File: src/rtl/adc_rb_pkg.sv
// Package: shared geometry of the ADC result register bank.
// Assumes the result field sits below the channel field and the flags sit on top.
package adc_rb_pkg;
    localparam int WORD_W   = 32;
    localparam int RES_LSB  = 6;
    localparam int CHAN_LSB = 24;
    localparam int OVR_BIT  = 30;
    localparam int DONE_BIT = 31;
endpackage

File: src/rtl/adc_rb_slot.sv
// Module: one result register with completion and overrun flags.
// A completion (set_i) always wins over a same-cycle clear-on-read (clr_i).
// Assumes set_i and clr_i are single-cycle qualified pulses.
module adc_rb_slot #(
    parameter int RES_W = 10
) (
    input  logic             clk,
    input  logic             rst_n,
    input  logic             set_i,
    input  logic [RES_W-1:0] value_i,
    input  logic             clr_i,
    output logic             done_o,
    output logic             ovr_o,
    output logic [RES_W-1:0] value_o
);
    logic             done_q;
    logic             ovr_q;
    logic [RES_W-1:0] value_q;

    // Update value and flags; a completion takes priority over the read clear.
    always_ff @(posedge clk) begin
        if (!rst_n) begin
            done_q  <= 1'b0;
            ovr_q   <= 1'b0;
            value_q <= '0;
        end else if (set_i) begin
            value_q <= value_i;
            done_q  <= 1'b1;
            ovr_q   <= clr_i ? 1'b0 : (done_q | ovr_q);
        end else if (clr_i) begin
            done_q  <= 1'b0;
            ovr_q   <= 1'b0;
        end
    end

    assign done_o  = done_q;
    assign ovr_o   = ovr_q;
    assign value_o = value_q;

    assert_set_captured_R2: assert property (@(posedge clk) disable iff (!rst_n)
        set_i |=> (done_q && value_q == $past(value_i)));
    assert_clear_on_read_R3: assert property (@(posedge clk) disable iff (!rst_n)
        (clr_i && !set_i) |=> (!done_q && !ovr_q && $stable(value_q)));
    assert_overrun_flag_R4: assert property (@(posedge clk) disable iff (!rst_n)
        (set_i && !clr_i && done_q) |=> ovr_q);
    assert_set_wins_R6: assert property (@(posedge clk) disable iff (!rst_n)
        (set_i && clr_i) |=> (done_q && !ovr_q));
    assert_idle_hold_R7: assert property (@(posedge clk) disable iff (!rst_n)
        (!set_i && !clr_i) |=> ($stable(done_q) && $stable(ovr_q) && $stable(value_q)));
endmodule

File: src/rtl/adc_rb_readmux.sv
// Module: assembles the 32-bit read word for the addressed register.
// Assumes index NUM_CH in the flag/value arrays is the summary register.
// Addresses above NUM_CH yield an all-zero word.
module adc_rb_readmux
    import adc_rb_pkg::*;
#(
    parameter int NUM_CH = 8,
    parameter int RES_W  = 10,
    parameter int CH_W   = 3,
    parameter int ADDR_W = 4
) (
    input  logic [ADDR_W-1:0]            addr_i,
    input  logic [NUM_CH:0]              done_i,
    input  logic [NUM_CH:0]              ovr_i,
    input  logic [NUM_CH:0][RES_W-1:0]   value_i,
    input  logic [CH_W-1:0]              gchan_i,
    output logic [WORD_W-1:0]            word_o
);
    // Select the addressed register and place its fields into the word.
    always_comb begin
        word_o = '0;
        for (int i = 0; i <= NUM_CH; i++) begin
            if (addr_i == ADDR_W'(i)) begin
                word_o[DONE_BIT]                  = done_i[i];
                word_o[OVR_BIT]                   = ovr_i[i];
                word_o[RES_LSB +: RES_W]          = value_i[i];
                if (i == NUM_CH) begin
                    word_o[CHAN_LSB +: CH_W]      = gchan_i;
                end
            end
        end
    end
endmodule

File: src/rtl/adc_result_bank.sv
// Module: top of the ADC result register bank.
// Holds NUM_CH channel registers plus one summary register, with a registered
// read port whose reads clear the flags of the addressed register.
// Assumes at most one completion strobe per cycle from the sequencer.
module adc_result_bank
    import adc_rb_pkg::*;
#(
    parameter int NUM_CH = 8,
    parameter int RES_W  = 10
) (
    input  logic                                  clk,
    input  logic                                  rst_n,
    input  logic                                  cmp_valid,
    input  logic [$clog2(NUM_CH)-1:0]             cmp_chan,
    input  logic [RES_W-1:0]                      cmp_value,
    input  logic                                  rd_en,
    input  logic [$clog2(NUM_CH+1)-1:0]           rd_addr,
    output logic [WORD_W-1:0]                     rd_data
);
    localparam int CH_W   = $clog2(NUM_CH);
    localparam int ADDR_W = $clog2(NUM_CH + 1);
    localparam int GLB    = NUM_CH;

    logic [NUM_CH:0]            set_v;
    logic [NUM_CH:0]            clr_v;
    logic [NUM_CH:0]            done_v;
    logic [NUM_CH:0]            ovr_v;
    logic [NUM_CH:0][RES_W-1:0] value_v;
    logic [CH_W-1:0]            gchan_q;
    logic [WORD_W-1:0]          word_c;

    // Decode completion strobes and read clears per register slot.
    always_comb begin
        for (int i = 0; i < NUM_CH; i++) begin
            set_v[i] = cmp_valid && (cmp_chan == CH_W'(i));
            clr_v[i] = rd_en && (rd_addr == ADDR_W'(i));
        end
        set_v[GLB] = cmp_valid;
        clr_v[GLB] = rd_en && (rd_addr == ADDR_W'(GLB));
    end

    // One result slot per channel plus the summary slot.
    for (genvar g = 0; g <= NUM_CH; g++) begin : g_slot
        adc_rb_slot #(.RES_W(RES_W)) slot_i (
            .clk     (clk),
            .rst_n   (rst_n),
            .set_i   (set_v[g]),
            .value_i (cmp_value),
            .clr_i   (clr_v[g]),
            .done_o  (done_v[g]),
            .ovr_o   (ovr_v[g]),
            .value_o (value_v[g])
        );
    end

    // Record the source channel of the newest conversion for the summary word.
    always_ff @(posedge clk) begin
        if (!rst_n) begin
            gchan_q <= '0;
        end else if (cmp_valid) begin
            gchan_q <= cmp_chan;
        end
    end

    adc_rb_readmux #(
        .NUM_CH (NUM_CH),
        .RES_W  (RES_W),
        .CH_W   (CH_W),
        .ADDR_W (ADDR_W)
    ) mux_i (
        .addr_i  (rd_addr),
        .done_i  (done_v),
        .ovr_i   (ovr_v),
        .value_i (value_v),
        .gchan_i (gchan_q),
        .word_o  (word_c)
    );

    // Capture the pre-update register content on each read.
    always_ff @(posedge clk) begin
        if (!rst_n) begin
            rd_data <= '0;
        end else if (rd_en) begin
            rd_data <= word_c;
        end
    end

    assert_summary_chan_R5: assert property (@(posedge clk) disable iff (!rst_n)
        cmp_valid |=> (gchan_q == $past(cmp_chan) && done_v[GLB]));
    assert_bad_addr_zero_R9: assert property (@(posedge clk) disable iff (!rst_n)
        (rd_en && rd_addr > ADDR_W'(GLB)) |=> (rd_data == '0));
    assert_hold_when_idle_R10: assert property (@(posedge clk) disable iff (!rst_n)
        !rd_en |=> $stable(rd_data));
    assert_single_set_R8: assert property (@(posedge clk) disable iff (!rst_n)
        $countones(set_v[NUM_CH-1:0]) <= 1);
endmodule

File: config.mk
export PLATFORM = sky130hd
export DESIGN_NAME = adc_result_bank
export DESIGN_NICKNAME = d
export VERILOG_FILES = /design/src/rtl/adc_rb_pkg.sv /design/src/rtl/adc_rb_slot.sv /design/src/rtl/adc_rb_readmux.sv /design/src/rtl/adc_result_bank.sv
export SDC_FILE = /design/constraint.sdc
export NUM_CORES = 1
export LEC_CHECK = 0
export BUFFER_PORTS_ARGS = -buffer_cell sky130_fd_sc_hd__buf_2
export CORE_ASPECT_RATIO = 1.4
export CORE_MARGIN = 2
export CORE_UTILIZATION = 44
export CTS_BUF_LIST = sky130_fd_sc_hd__clkbuf_4 sky130_fd_sc_hd__clkbuf_8 sky130_fd_sc_hd__clkbuf_16
export DETAILED_ROUTE_END_ITERATION = 10
export HOLD_SLACK_MARGIN = 0.06
export PLACE_DENSITY = 0.73
export SLEW_MARGIN = 20
export SYNTH_ARGS = -nofsm -noshare
export SYNTH_HDL_FRONTEND = slang
export SYNTH_SLANG_ARGS = --single-unit
File: constraint.sdc
create_clock -name clk -period 2.9 [get_ports clk]
set_input_delay 0.58 -clock clk [delete_from_list [all_inputs] [get_ports clk]]
set_output_delay 0.58 -clock clk [all_outputs]
set_load 0.03 [all_outputs]
Yosys cells after proc, flatten, opt, wreduce, memory -nomap -nowiden --
Cells that the tools add are included.
Word-level totals: bits in registers 126, input port bits 21, output and inout bits 32, logic and storage cells 136
Cells by class: equality and inequality tests 15, mux-type cells 55, bitwise operators 9, reductions and logical operators 28
Operators with widths (number):
- $mux W10 | 9
- $mux W1 | 36
- $mux W2 | 9
- $reduce_bool A2 Y1 | 9
- $logic_and A1 B1 Y1 | 17
- $eq A4 B3 Y1 const B | 4
- $eq A3 B3 Y1 const B | 4
- $or A1 B1 Y1 | 9
- $eq A4 B2 Y1 const B | 2
- $eq A3 B2 Y1 const B | 2
- $eq A4 B1 Y1 const B | 1
- $eq A4 B4 Y1 const B | 1
- $logic_not A4 Y1 | 1
- $eq A3 B1 Y1 const B | 1
- $logic_not A3 Y1 | 1
- $mux W3 | 1

Longest topological paths before layout --
depth in word-level cells 10, depth in mapped cells 7, gate-level depth less buffers 4

Hierarchy --
From an unflattened synthesis, not the netlist that was laid out.
Unflattened totals: cells, all modules 663, area total of the unflattened synthesis 6712.7 um^2
By module, submodules not included:
- adc_rb_slot | instances 9, cells each 38, area each 452.9 um^2, sequential area each 240.2 um^2
- adc_result_bank | instances 1, cells each 139, area each 1487.7 um^2, sequential area each 700.7 um^2
- adc_rb_readmux | instances 1, cells each 182, area each 1148.6 um^2, sequential area each 0.0 um^2

Worst setup path after synthesis --
No wires, ideal clock.
path type input-to-reg, start point in rd_addr[2], end point reg rd_data[10], library setup time 0.117 ns, arrival 1.653 ns, data required time 2.783 ns, path slack 1.130 ns, stages 6, buffers on the path 2, cell sequence buf_6 -> nor4b_4 -> or2_1 -> buf_6 -> a21oi_1 -> a22o_1
On the way: longest elaborated chain between the ends 10, elaborated cells on any way between the ends 18, classes of those cells 8 x eq/ne; 9 x mux; 1 x reduce/logical
Ends and longest elaborated chain:
- start, declared | RTL line adc_result_bank.sv:17 | input logic [$clog2(NUM_CH+1)-1:0] rd_addr,
- $logic_not A4 Y1 | RTL line adc_rb_readmux.sv:23 | if (addr_i == ADDR_W'(i)) begin
- $mux W10 (8 in a row) | RTL line adc_rb_readmux.sv:23
- $mux W10 * | RTL line adc_rb_readmux.sv:23
- end signal, assigned | RTL line adc_result_bank.sv:84 | rd_data <= word_c;
- end, declared | RTL line adc_result_bank.sv:18 | output logic [WORD_W-1:0] rd_data
Mark *: on every way between the ends. The rest lies on a longest branch, timed or not. A chain may end at the register's enable or synchronous reset.

Worst setup path after layout --
start point in rd_addr[0], end point reg rd_data[31]
On the way: longest elaborated chain between the ends 10, elaborated cells on any way between the ends 18, classes of those cells 8 x eq/ne; 9 x mux; 1 x reduce/logical
Ends and longest elaborated chain (RTL line):
- $logic_not A4 Y1 | adc_rb_readmux.sv:23
- $mux W2 (8 in a row) | adc_rb_readmux.sv:23
- $mux W2 * | adc_rb_readmux.sv:23
Marked as above.

==> out/qor.yml <==
status: "finished clean"
fp-row-count: 50
syn_area_um2: 5970
relSlewSlack: 0.550
synth_ff_type: "dfxtp_1"
overflow: 0
finalHoldViolCount: 0
finalCriticalPeriod_ns: 1.86
start_kind: "input pin"
grtUsageTotal: 0.227
clock-root-buffer: "clkbuf_16"
path_clk_slew_ns: 0.06
cts_resized: 0
hp-class: "register to register"
fmax_mhz: 539
p_leak_uw: 0.00251
first_global_vias: 4959
setup_viol: 0
seq_power_share: 0.399
finalCritPeriodShare: 0.640
clk_path_buf_depth: 2
antenna_found_initial: 0
clock_latency_ns: 0.42
num_io_pins: 53
tightest_slew_ns: 0.673
p_int_uw: 3490
setup_ws_ns: 1.04
drc: 0
core_um2: 13300
dp_slack_ns: 0.645
routedWlPerCell_um: 17.0
drv_slew: 0
ys_async_sr_fraction: 0
die_x_um: 102
num_vias: 4988
pwr_density_cell_nw_per_um2: 665
min_path_cells: 2
die_h_um: 142
grt_pass1_wl_um: 25600
postRouteAntennaNets: 0
nFillCells: 1241
synth_edf_count: 0
dieArea_um2: 14500
cts-htree-levels: 4
cts_setup_buffers: 0
area_growth_pct: 14.4
start_util: 0.448
globalplace.congestion: 0.845
dr.pass1.iters: 7
nets: 744
clock_sinks: 126
dp_hpwl_um: 10200
cp.required_ns: 3.21
grt_max_degree: 99
hold_buffers: 0
p_sw_uw: 1040
synth_cells: 716
vias_per_cell: 5.43
p_comb_frac: 0.084
peakVddDrop_mv: 0.364
clkPwrFrac: 0.517
ys_ff_latch: 126
diodes: 0
end_kind: "register"
r2r_cells: 4
drt-total-wl_um: 15600
critPathArrivalTime_ns: 2.17
drtIter0Drc: 414
io_buffers: 35
rsz0062_at_grt: "false"
rrSetupSlack_ns: 1.61
yosysSeqAreaShare: 0.422
final_layout_size_suffix_gt1_frac: 0.126
cap_violations: 0
clock_skew_ns: 0.00789
synth_warnings: 0
tns_ns: 0
synth_cell_types: 36
avgSynthCellArea_um2: 8.34
crit_type: "input pin to register"
cts_tree: "yes"
cts-buffers-inserted: 17
path_max_fanout: 26
swShare: 0.230
-- state kept, by name, indices dropped and copies added (netlist names) --
register / flops
rd_data: 15
g_slot.slot_i.done_o: 9
g_slot.slot_i.value_o: 90
g_slot.slot_i.ovr_o: 9
gchan_q: 3
-- power groups by stage --
stage,clock [uW],sequential (uW),combinational (uW)
4_1_cts,2360,1810,378
2_1_floorplan,0,1860,285
6_report,2350,1810,381
5_1_grt,2430,1820,415
3_5_place_dp,0,1850,376
3_3_place_gp,0,1850,371
-- metal layers --
| metal | wire (um) | vias to the layer above | track usage |
|---|---|---|---|
| li1 | - | 2419 | - |
| met1 | 6660 | 2369 | 0.276 |
| met2 | 7900 | 168 | 0.386 |
| met3 | 663 | 32 | 0.0443 |
| met4 | 346 | 0 | 0.0947 |
| met5 | 0 | - | 0 |
-- cell usage in the layout, fill, tap and decap left out, drive strengths merged, types with 5 or more instances in the layout --
cell type and count:
a21boi 92, o221ai 9, nand3 12, a2bb2oi 7, nand2b 11, conb 17, bufinv 5, buf 54
nand2 179, nor2 27, mux2i 44, dfxtp 126, o2bb2ai 12, a21oi 28, clkbuf 21, nor2b 19
a22o 9, o21ai 26
-- stage by stage --
step	std cells	hold WS (ns)	total power, uW	cell area (um^2)	util
finish	918	0.461	4540	6830	0.512
global route	918	0.481	4660	6830	0.512
global placement	886	0.448	2220	6170	0.463
CTS	918	0.462	4550	6830	0.512
detailed placement	886	0.454	2220	6170	0.463
floorplan	732	0.439	2140	6030	-
-- critical path, cell delays in order --
cell and delay [ns]:
buf_2 0.50, nand2b_1 0.37, buf_4 0.27, o2bb2ai_1 0.14, a21oi_1 0.08, a22o_1 0.22
-- Yosys cell counts (11+ instances only) --
| library cell | number | share of area |
|---|---|---|
| dfxtp_1 | 126 | 0.42 |
| buf_2 | 13 | 0.011 |
| nor2b_1 | 19 | 0.020 |
| o21ai_0 | 26 | 0.022 |
| a21boi_0 | 92 | 0.12 |
| a21oi_1 | 28 | 0.023 |
| nand2_1 | 179 | 0.11 |
| nand2b_1 | 11 | 0.012 |
| buf_4 | 20 | 0.025 |
| mux2i_1 | 44 | 0.074 |
| nor2_1 | 27 | 0.017 |
| nand3_1 | 12 | 0.010 |
| clkbuf_1 | 44 | 0.028 |
| o2bb2ai_1 | 12 | 0.018 |
-- layout make-up --
class / instances / area (um^2) / area share
Clock buffer: 21 / 468 / 0.0685
Timing Repair Buffer: 54 / 343 / 0.0502
Clock inverter: 11 / 188 / 0.0275
Sequential cell: 126 / 2520 / 0.369
Tap cell: 182 / 228 / 0.0333
Multi-Input combinational cell: 520 / 3070 / 0.449
Inverter: 4 / 15.0 / 0.00220
-- cells by family (layout without fill, tap and decap cells) --
kind of cell,count (synthesis),count (layout),synth area share
other,1,17,0.000628
multiplexers,50,50,0.0888
buffers and inverters,86,90,0.0744
AND/OR/NAND/NOR,261,261,0.188
flip-flops,126,126,0.422
AO/OA/AOI/OAI,192,192,0.226
-- worst paths after layout --
path,from,end
max,rd_addr[0],rd_data[31]
min,g_slot[4].slot_i.value_o[4],g_slot[4].slot_i.value_o[4]
max reg2reg,g_slot[6].slot_i.value_o[9],rd_data[15]
min reg2reg,g_slot[4].slot_i.value_o[4],g_slot[4].slot_i.value_o[4]
Note: power is estimated with default switching activity, not from simulation.
